$ cat src/rtl/rsp_pkg.sv
package rsp_pkg;
    localparam logic [3:0] REG_PC = 4'd15;
    localparam logic [3:0] REG_SP = 4'd13;

    localparam logic [3:0] CYC_HIT    = 4'd4;
    localparam logic [3:0] CYC_MISS   = 4'd9;
    localparam logic [3:0] CYC_BYPASS = 4'd8;
    localparam logic [3:0] CYC_JMP1   = 4'd8;
    localparam logic [3:0] CYC_JMP2   = 4'd9;

    localparam logic [1:0] OFS_IMM = 2'b00;

    typedef enum logic [2:0] {
        LC_NONE,
        LC_PLAIN,
        LC_CFAIL,
        LC_PCJMP,
        LC_RET_COND,
        LC_RET,
        LC_BADALIGN
    } ld_class_e;

    function automatic logic is_two_issue(input logic [1:0] kind);
        return kind[1];
    endfunction
endpackage

$ cat src/rtl/rsp_classify.sv
module rsp_classify
    import rsp_pkg::*;
(
    input  logic       valid,
    input  logic [3:0] dst,
    input  logic [3:0] base,
    input  logic [1:0] kind,
    input  logic       cond,
    input  logic       pass,
    input  logic [1:0] addr_lo,
    output ld_class_e  cls,
    output logic       two_issue
);
    always_comb begin
        two_issue = is_two_issue(kind);
        if (!valid)
            cls = LC_NONE;
        else if (dst == REG_PC && addr_lo != 2'b00)
            cls = LC_BADALIGN;
        else if (cond && !pass)
            cls = LC_CFAIL;
        else if (dst != REG_PC)
            cls = LC_PLAIN;
        else if (base == REG_SP && kind == OFS_IMM)
            cls = cond ? LC_RET_COND : LC_RET;
        else
            cls = LC_PCJMP;
    end
endmodule

$ cat src/rtl/rsp_stack.sv
module rsp_stack #(
    parameter int DEPTH  = 3,
    parameter int ADDR_W = 32
) (
    input  logic              clk,
    input  logic              rst,
    input  logic              push,
    input  logic [ADDR_W-1:0] push_addr,
    input  logic              pop,
    output logic              top_valid,
    output logic [ADDR_W-1:0] top_addr
);
    localparam int CW = $clog2(DEPTH + 1);
    localparam logic [CW-1:0] FULL = CW'(DEPTH);

    typedef struct packed {
        logic [DEPTH-1:0][ADDR_W-1:0] ent;
        logic [CW-1:0]                cnt;
    } stk_t;

    stk_t st_q, st_d, after_pop;

    always_comb begin
        after_pop = st_q;
        if (pop && st_q.cnt != '0) begin
            for (int i = 0; i < DEPTH - 1; i++)
                after_pop.ent[i] = st_q.ent[i+1];
            after_pop.ent[DEPTH-1] = '0;
            after_pop.cnt = st_q.cnt - 1'b1;
        end
        st_d = after_pop;
        if (push) begin
            for (int i = DEPTH - 1; i > 0; i--)
                st_d.ent[i] = after_pop.ent[i-1];
            st_d.ent[0] = push_addr;
            st_d.cnt = (after_pop.cnt == FULL) ? FULL : after_pop.cnt + 1'b1;
        end
    end

    always_ff @(posedge clk) begin
        if (rst) st_q <= '0;
        else     st_q <= st_d;
    end

    assign top_valid = (st_q.cnt != '0);
    assign top_addr  = st_q.ent[0];
endmodule

$ cat src/rtl/ret_stack_predictor.sv
module ret_stack_predictor
    import rsp_pkg::*;
#(
    parameter int DEPTH  = 3,
    parameter int ADDR_W = 32
) (
    input  logic              clk,
    input  logic              rst,
    input  logic              push_valid,
    input  logic [ADDR_W-1:0] push_addr,
    input  logic              ld_valid,
    input  logic [3:0]        ld_dst,
    input  logic [3:0]        ld_base,
    input  logic [1:0]        ld_ofs_kind,
    input  logic              ld_cond,
    input  logic              ld_cond_pass,
    input  logic [1:0]        ld_addr_lo,
    input  logic [ADDR_W-1:0] ld_target,
    output logic              pred_valid,
    output logic [ADDR_W-1:0] pred_addr,
    output logic              mispredict,
    output logic [3:0]        cycles,
    output logic [1:0]        mem_cycles,
    output logic              align_err
);
    typedef struct packed {
        logic              pv;
        logic [ADDR_W-1:0] pa;
        logic              mp;
        logic [3:0]        cyc;
        logic [1:0]        mem;
        logic              err;
    } out_t;

    ld_class_e         cls;
    logic              two_issue;
    logic              top_valid;
    logic [ADDR_W-1:0] top_addr;
    logic              do_pop;
    out_t              out_d, out_q;

    rsp_classify u_cls (
        .valid     (ld_valid),
        .dst       (ld_dst),
        .base      (ld_base),
        .kind      (ld_ofs_kind),
        .cond      (ld_cond),
        .pass      (ld_cond_pass),
        .addr_lo   (ld_addr_lo),
        .cls       (cls),
        .two_issue (two_issue)
    );

    assign do_pop = (cls == LC_RET) && top_valid;

    rsp_stack #(.DEPTH(DEPTH), .ADDR_W(ADDR_W)) u_stk (
        .clk       (clk),
        .rst       (rst),
        .push      (push_valid),
        .push_addr (push_addr),
        .pop       (do_pop),
        .top_valid (top_valid),
        .top_addr  (top_addr)
    );

    always_comb begin
        out_d = '0;
        unique case (cls)
            LC_RET: begin
                out_d.mem = 2'd1;
                if (top_valid) begin
                    out_d.pv  = 1'b1;
                    out_d.pa  = top_addr;
                    out_d.mp  = (ld_target != top_addr);
                    out_d.cyc = out_d.mp ? CYC_MISS : CYC_HIT;
                end else begin
                    out_d.cyc = CYC_BYPASS;
                end
            end
            LC_RET_COND: begin
                out_d.cyc = CYC_BYPASS;
                out_d.mem = 2'd1;
            end
            LC_PCJMP: begin
                out_d.cyc = two_issue ? CYC_JMP2 : CYC_JMP1;
                out_d.mem = two_issue ? 2'd2 : 2'd1;
            end
            LC_PLAIN, LC_CFAIL: begin
                out_d.cyc = two_issue ? 4'd2 : 4'd1;
                out_d.mem = two_issue ? 2'd2 : 2'd1;
            end
            LC_BADALIGN: out_d.err = 1'b1;
            default: out_d = '0;
        endcase
    end

    always_ff @(posedge clk) begin
        if (rst) out_q <= '0;
        else     out_q <= out_d;
    end

    assign pred_valid = out_q.pv;
    assign pred_addr  = out_q.pa;
    assign mispredict = out_q.mp;
    assign cycles     = out_q.cyc;
    assign mem_cycles = out_q.mem;
    assign align_err  = out_q.err;
endmodule

$ cat config.mk
export PLATFORM = sky130hd
export DESIGN_NAME = ret_stack_predictor
export DESIGN_NICKNAME = d
export VERILOG_FILES = /design/src/rtl/rsp_pkg.sv /design/src/rtl/rsp_classify.sv /design/src/rtl/rsp_stack.sv /design/src/rtl/ret_stack_predictor.sv
export SDC_FILE = /design/constraint.sdc
export NUM_CORES = 1
export LEC_CHECK = 0
export BUFFER_PORTS_ARGS = -buffer_cell sky130_fd_sc_hd__clkbuf_2
export CORE_MARGIN = 1
export CORE_UTILIZATION = 30
export CTS_CLUSTER_DIAMETER = 100
export CTS_CLUSTER_SIZE = 16
export DETAILED_ROUTE_END_ITERATION = 7
export GPL_TIMING_DRIVEN = 0
export PLACE_DENSITY = 0.47
export SYNTH_ARGS = -nofsm -noshare
export SYNTH_HDL_FRONTEND = slang
export SYNTH_SLANG_ARGS = --single-unit
$ cat constraint.sdc
create_clock -name clk -period 3 [get_ports clk]
set_clock_uncertainty 0.05 [all_clocks]
set_input_delay 0.3 -clock clk [delete_from_list [all_inputs] [get_ports clk]]
set_output_delay 0.3 -clock clk [all_outputs]
set_load 0.02 [all_outputs]
Word level (Yosys, flattened, before mapping)
Cells that the tools add are included.
{"block": "totals", "regBits": 139, "input_bits": 82, "output_inout_bits": 41, "elab_cells": 55}
{"block": "classes", "n_addsub": 2, "eq_ne": 11, "mux": 17, "bitwise": 2, "n_reduce_logical": 13}
{"cell": "$mux W98", "count": 2}
{"cell": "$mux W34", "count": 1}
{"cell": "$ne A32 B32 Y1", "count": 1}
{"cell": "$pmux W6 S4", "count": 1}
{"cell": "$mux W3", "count": 5}
{"cell": "$eq A3 B3 Y1 const B", "count": 3}
{"cell": "$eq A4 B4 Y1 const B", "count": 2}
{"cell": "$mux W4", "count": 2}
{"cell": "$eq A3 B2 Y1 const B", "count": 2}
{"cell": "$mux W2", "count": 3}
{"cell": "$reduce_bool A2 Y1", "count": 3}
{"cell": "$logic_and A1 B1 Y1", "count": 5}
{"cell": "$ne A4 B4 Y1 const B", "count": 1}
{"cell": "$reduce_or A2 Y1", "count": 2}
{"cell": "$eq A3 B1 Y1 const B", "count": 1}
{"cell": "$mux W1", "count": 3}
{"cell": "$reduce_or A3 Y1", "count": 1}
{"cell": "$add A2 B1 Y2 const B", "count": 1}
{"cell": "$eq A2 B2 Y1 const B", "count": 1}
{"cell": "$logic_not A2 Y1", "count": 1}
{"cell": "$not A1 Y1", "count": 2}
{"cell": "$sub A2 B1 Y2 const B", "count": 1}
{"cell": "$logic_not A1 Y1", "count": 1}

Longest topological paths before layout
{"block": "logic_depth", "word_depth": 14, "ltp_mapped": 9, "mapped_depth_nobuf": 7}

Modules after synthesis
A second synthesis with hierarchy kept.
{"block": "unflattened", "hier_cells": 538, "area_unflattened_um2": 5705.5}
{"mod": "rsp_stack", "instances": 1, "cells_each": 377, "area_each_um2": 4056.4, "seq_area_each_um2": 1961.9}
{"mod": "ret_stack_predictor", "instances": 1, "cells_each": 146, "area_each_um2": 1556.5, "seq_area_each_um2": 820.8}
{"mod": "rsp_classify", "instances": 1, "cells_each": 15, "area_each_um2": 92.6, "seq_area_each_um2": 0.0}

Worst setup path before layout
No wires, ideal clock.
{"block": "synth_path", "path_type": "register to register", "from": "reg u_stk.st_q[0] in the netlist's numbering", "to": "reg u_stk.st_q[69] in the netlist's numbering", "setup_time_ps": 128, "arrival_ps": 1690, "t_required_ps": 2822, "setup_slack_ps": 1133, "path_stages_with_launch": 10, "path_buffers": 2, "synth_period_minus_slack_ps": 1867, "cell_sequence": "dfxtp_1 > inv_1 > ha_1 > nor3b_2 > nand4_4 > and2_1 > buf_2 > buf_6 > a22oi_1 > nor2_1"}
{"block": "synth_between", "elab_chain_len": 5, "elab_cells_between_ends": 6, "cone_classes": "mux: 2; reduce/logical: 4"}
{"item": "start: declaration", "line_no": "rsp_stack.sv:21", "source": "stk_t st_q, st_d, after_pop;"}
{"item": "start signal: assignment", "line_no": "rsp_stack.sv:42", "source": "else st_q <= st_d;"}
{"item": "$reduce_bool A2 Y1 (*)", "line_no": "rsp_stack.sv:25, rsp_stack.sv:45"}
{"item": "$logic_and A1 B1 Y1", "line_no": "ret_stack_predictor.sv:54", "source": "assign do_pop = (cls == LC_RET) && top_valid;"}
{"item": "$logic_and A1 B1 Y1 (*)", "line_no": "rsp_stack.sv:25", "source": "if (pop && st_q.cnt != '0) begin"}
{"item": "$mux W98", "line_no": "rsp_stack.sv:25"}
{"item": "$mux W98", "line_no": "rsp_stack.sv:32", "source": "if (push) begin"}
Every way passes the cells marked *; elsewhere a longest branch is shown, timed or not. The select of a mux whose other input is x is not followed.
A chain may end at the register's enable or synchronous reset.

Final worst setup path
{"block": "layout_path", "from": "reg u_stk.st_q[0] in the netlist's numbering", "to": "reg u_stk.st_q[81] in the netlist's numbering"}
Same word-level chain as after synthesis.

==> results.md <==
- The first TritonRoute pass finished after 4 iterations.
- The x dimension of the die is 137 um.
- The transition time at the pin with the least slew margin is 0.673 ns.
- For the worst setup path, the data required time is 3.30 ns.
- Once the clock tree was built, the resizer swapped 0 gates to a different size.
- Setup repair after global routing left no endpoint under its margin.
- The final worst setup slack is 0.781 ns.
- The flow ran to the end, and the final reports show no timing, DRC or antenna violations.
- The aggregate global-route resource usage is 0.181.
- The final net count is 753.
- After synthesis, the netlist uses 38 different library cells.
- The number of antenna violations at the first check in global routing is 0.
- The worst min-delay path startpoint is push_addr[8].
- The path class of the tightest hold or removal check is in -> reg.
- For this block, the routed nets add up to 16.3 mm of wire.
- The net count after synthesis is 614.
- The summed instance area of the synthesized netlist is 5460 sq um.
- The maximum vdd ir drop is 0.407 mV.
- The remaining antenna violation count after routing is 0.
- The minimum period implied by the final worst setup slack is 2.22 ns.
- The full die area is 18700 sq um.
- The total power after layout is 4.66 mW.
- The kind of end point of the critical path is a register.
- Of the synthesized area, sequential elements account for 0.510.
- For this run, design rule violations remaining after detail routing come to 0.
- The via density per instance is 4.84.
- With fillers left out, the area of the finished cells amounts to 7000 sq um.
- The final core area utilization is 0.399.
- The total number of clock tree sinks is 139.
- The global-route wire length before repair is 24.6 mm.
- By area the synthesized netlist is led by sky130_fd_sc_hd__dfxtp_1 (51%), sky130_fd_sc_hd__mux2i_1 (12%), sky130_fd_sc_hd__xor2_1 (5.1%).
- The leading area contributor after synthesis is sky130_fd_sc_hd__dfxtp_1.
- The number of synthesized register bits is 139.
- The reg-to-reg endpoint is u_stk.st_q[81].
- The number of clock buffers inserted by TritonCTS is 17.
- The CTS clock-pin slew for the worst setup and hold paths is 0.06 ns.
- The repair_antennas step left the layout with diodes totalling 0.
- The half-perimeter wire length of the detailed placement result is 11.8 mm.
- Setup slack on the worst reg-to-reg path comes out at 0.78 ns.
- The maximum clock frequency is 451 MHz.
- The number of standard cells after synthesis is 531.
- The power density relative to cell area is 666 nW/um^2.
- In this run the core area contains 48 standard-cell rows.
- The most critical setup path has its startpoint at u_stk.st_q[0].
- The relative slew slack is 0.551.
- Hold repair after CTS inserted 0 buffers.
- STA classifies the critical path startpoint as a register.
- The number of failing setup endpoints in the final timing report is 0.
- In this run the number of H-tree levels came out at 4.
- CTS placed an instance of sky130_fd_sc_hd__clkbuf_16 at the clock tree root.
- The number of buffers inserted to repair setup after CTS is 0.
- The number of max-slew violations in the final report is 0.
- Data on the critical path arrives at its endpoint at 2.52 ns.
- The pin count of the biggest net entering global routing is 17.
- The share of flip-flops with an asynchronous set or reset after synthesis is 0.
- The clock latency on the worst-skew pair is 0.42 ns.
- In this run the count of I/O pins placed on the die edge is 123.
- The number of synthesized flops with an enable pin is 0.
- The die height is 137 um.
- Prior to clock tree synthesis, the placed netlist has a worst setup slack of 0.812 ns.
- Global routing finished with a remaining overflow of 0.
- The mean cell area of the mapped netlist is 10.3 sq um.
- During synthesis, Yosys emitted a total of 0 warnings.
- In the final layout, the share of cells above drive strength 1 is 0.255.
- The worst setup path is of the reg -> reg kind.
- Dividing the final minimum period by the clock period gives 0.740.
- The routed length per instance is 17.9 um.
- The startpoint identified for the worst register-to-register timing path is u_stk.st_q[0].
- The reported max-cap violation count is 0.
- The number of hold-slack violations in the final timing report was 0.
- The global placer's final weighted congestion is 0.790.
- Counting cells, the worst reg-to-reg path comes to 8.
- The most used flip-flop cell after synthesis is sky130_fd_sc_hd__dfxtp_1.
- The number of buffers on the longest clock path is 2.
- The leakage power of the design is 3.35 nW.
- The total area inside the core boundary comes to 17500 sq um.
- The summed negative setup slack over all endpoints is 0 ns.
- The share of synthesized area in the top cell type comes to 0.510.
- Of all nets on the critical path, the largest fanout is 10.
- The starting density of the core is 0.311.
- The via count of the first global-routing pass is 4416.
- The vias after detailed routing is 4392.
- The first routing iteration left 235 violations.
- The capture point of the worst path is u_stk.st_q[81].
- The CTS tree is built.
- In this run the cell area measured after placement is 6340 sq um.
- Port buffering added 120 buffers.
- Relative to the synthesized area, the layout overhead comes to 28.4%.
synth_stat cells (all sizes together) (5+ instances only):
cell and number:
nand4 5, clkbuf 23, a22oi 32, and2 35, o22ai 32, buf 17
inv 5, nor4 9, a21oi 5, mux2i 64, nor2 70, dfxtp 139
nand2 7, a211oi 34, xor2 32
cell families (layout without fill, tap and decap cells):
family	Yosys count	after routing	synth area share
flip-flops	139	139	0.510
AND/OR/NAND/NOR	139	139	0.131
AO/OA/AOI/OAI	109	109	0.139
multiplexers	64	64	0.117
buffers and inverters	45	197	0.0438
XOR/XNOR	34	34	0.0560
adder cells (fa/ha/maj)	1	1	0.00229
cell usage in the layout, fill, tap and decap left out, types with 6 or more instances in the layout:
| cell | instances |
|---|---|
| sky130_fd_sc_hd__buf_2 | 6 |
| sky130_fd_sc_hd__clkbuf_2 | 122 |
| sky130_fd_sc_hd__buf_6 | 6 |
| sky130_fd_sc_hd__a22oi_1 | 32 |
| sky130_fd_sc_hd__clkbuf_16 | 17 |
| sky130_fd_sc_hd__xor2_1 | 32 |
| sky130_fd_sc_hd__and2_1 | 35 |
| sky130_fd_sc_hd__nand2_1 | 7 |
| sky130_fd_sc_hd__nor2_1 | 70 |
| sky130_fd_sc_hd__nor4_1 | 8 |
| sky130_fd_sc_hd__o22ai_1 | 32 |
| sky130_fd_sc_hd__mux2i_1 | 64 |
| sky130_fd_sc_hd__dfxtp_1 | 139 |
| sky130_fd_sc_hd__a211oi_1 | 34 |
| sky130_fd_sc_hd__clkbuf_1 | 22 |
report_power, final:
part,total [mW],internal (mW),switching (mW)
registers,1.96,1.91,0.0511
clock network,2.37,1.53,0.836
logic,0.336,0.137,0.199
total,4.66,3.58,1.09
sequential cells by signal, summed over array words and instances, names as in the netlist:
name,flops
mem_cycles,2
align_err,1
pred_valid,1
u_stk.st_q,66
cycles,4
mispredict,1
u_stk.top_addr,32
pred_addr,32
how the worst min path moves through the flow:
| stage | slack (ns) | end | cells past startpoint |
|---|---|---|---|
| 2_1_floorplan | 0.32 | mem_cycles[0] | 1 |
| 3_3_place_gp | 0.41 | u_stk.st_q[0] | 1 |
| 3_5_place_dp | 0.41 | u_stk.st_q[0] | 1 |
| 4_1_cts | 0.07 | u_stk.top_addr[2] | 3 |
| 5_1_grt | 0.08 | u_stk.top_addr[8] | 3 |
| 6_report | 0.09 | u_stk.top_addr[8] | 3 |
per-layer routing:
layer,share of wire,vias to the layer above,routed length (um),GRT usage
li1,-,2174,-,-
met2,0.46,133,7510,0.293
met4,0.018,0,291,0.0537
met5,0,-,0,0
met1,0.47,2060,7600,0.237
met3,0.053,25,870,0.0444
stage by stage:
step	std cells	hold slack (ns)
floorplan	531	0.323
global placement	876	0.405
detailed placement	876	0.412
CTS	908	0.0650
global route	908	0.0836
finish	908	0.0874
worst max-delay path, cell delays in order, from the launching register on:
cell and delay [ns]:
sky130_fd_sc_hd__dfxtp_1 0.35, sky130_fd_sc_hd__inv_1 0.07, sky130_fd_sc_hd__ha_1 0.23, sky130_fd_sc_hd__nor3b_2 0.26, sky130_fd_sc_hd__nand4_4 0.21, sky130_fd_sc_hd__xnor2_2 0.42, sky130_fd_sc_hd__buf_2 0.36, sky130_fd_sc_hd__a22oi_1 0.12
sky130_fd_sc_hd__nor2_1 0.10
cell type report:
type / count / area, sq um
buffer: 40 / 220
clock buffer: 20 / 457
clock inverter: 12 / 209
fill: 1745 / 10500
inverter: 5 / 18.8
multi-input combinational: 347 / 2430
sequential: 139 / 2780
tap: 225 / 282
timing repair buffer: 120 / 601
No activity file was read; power rests on OpenSTA's default activity.
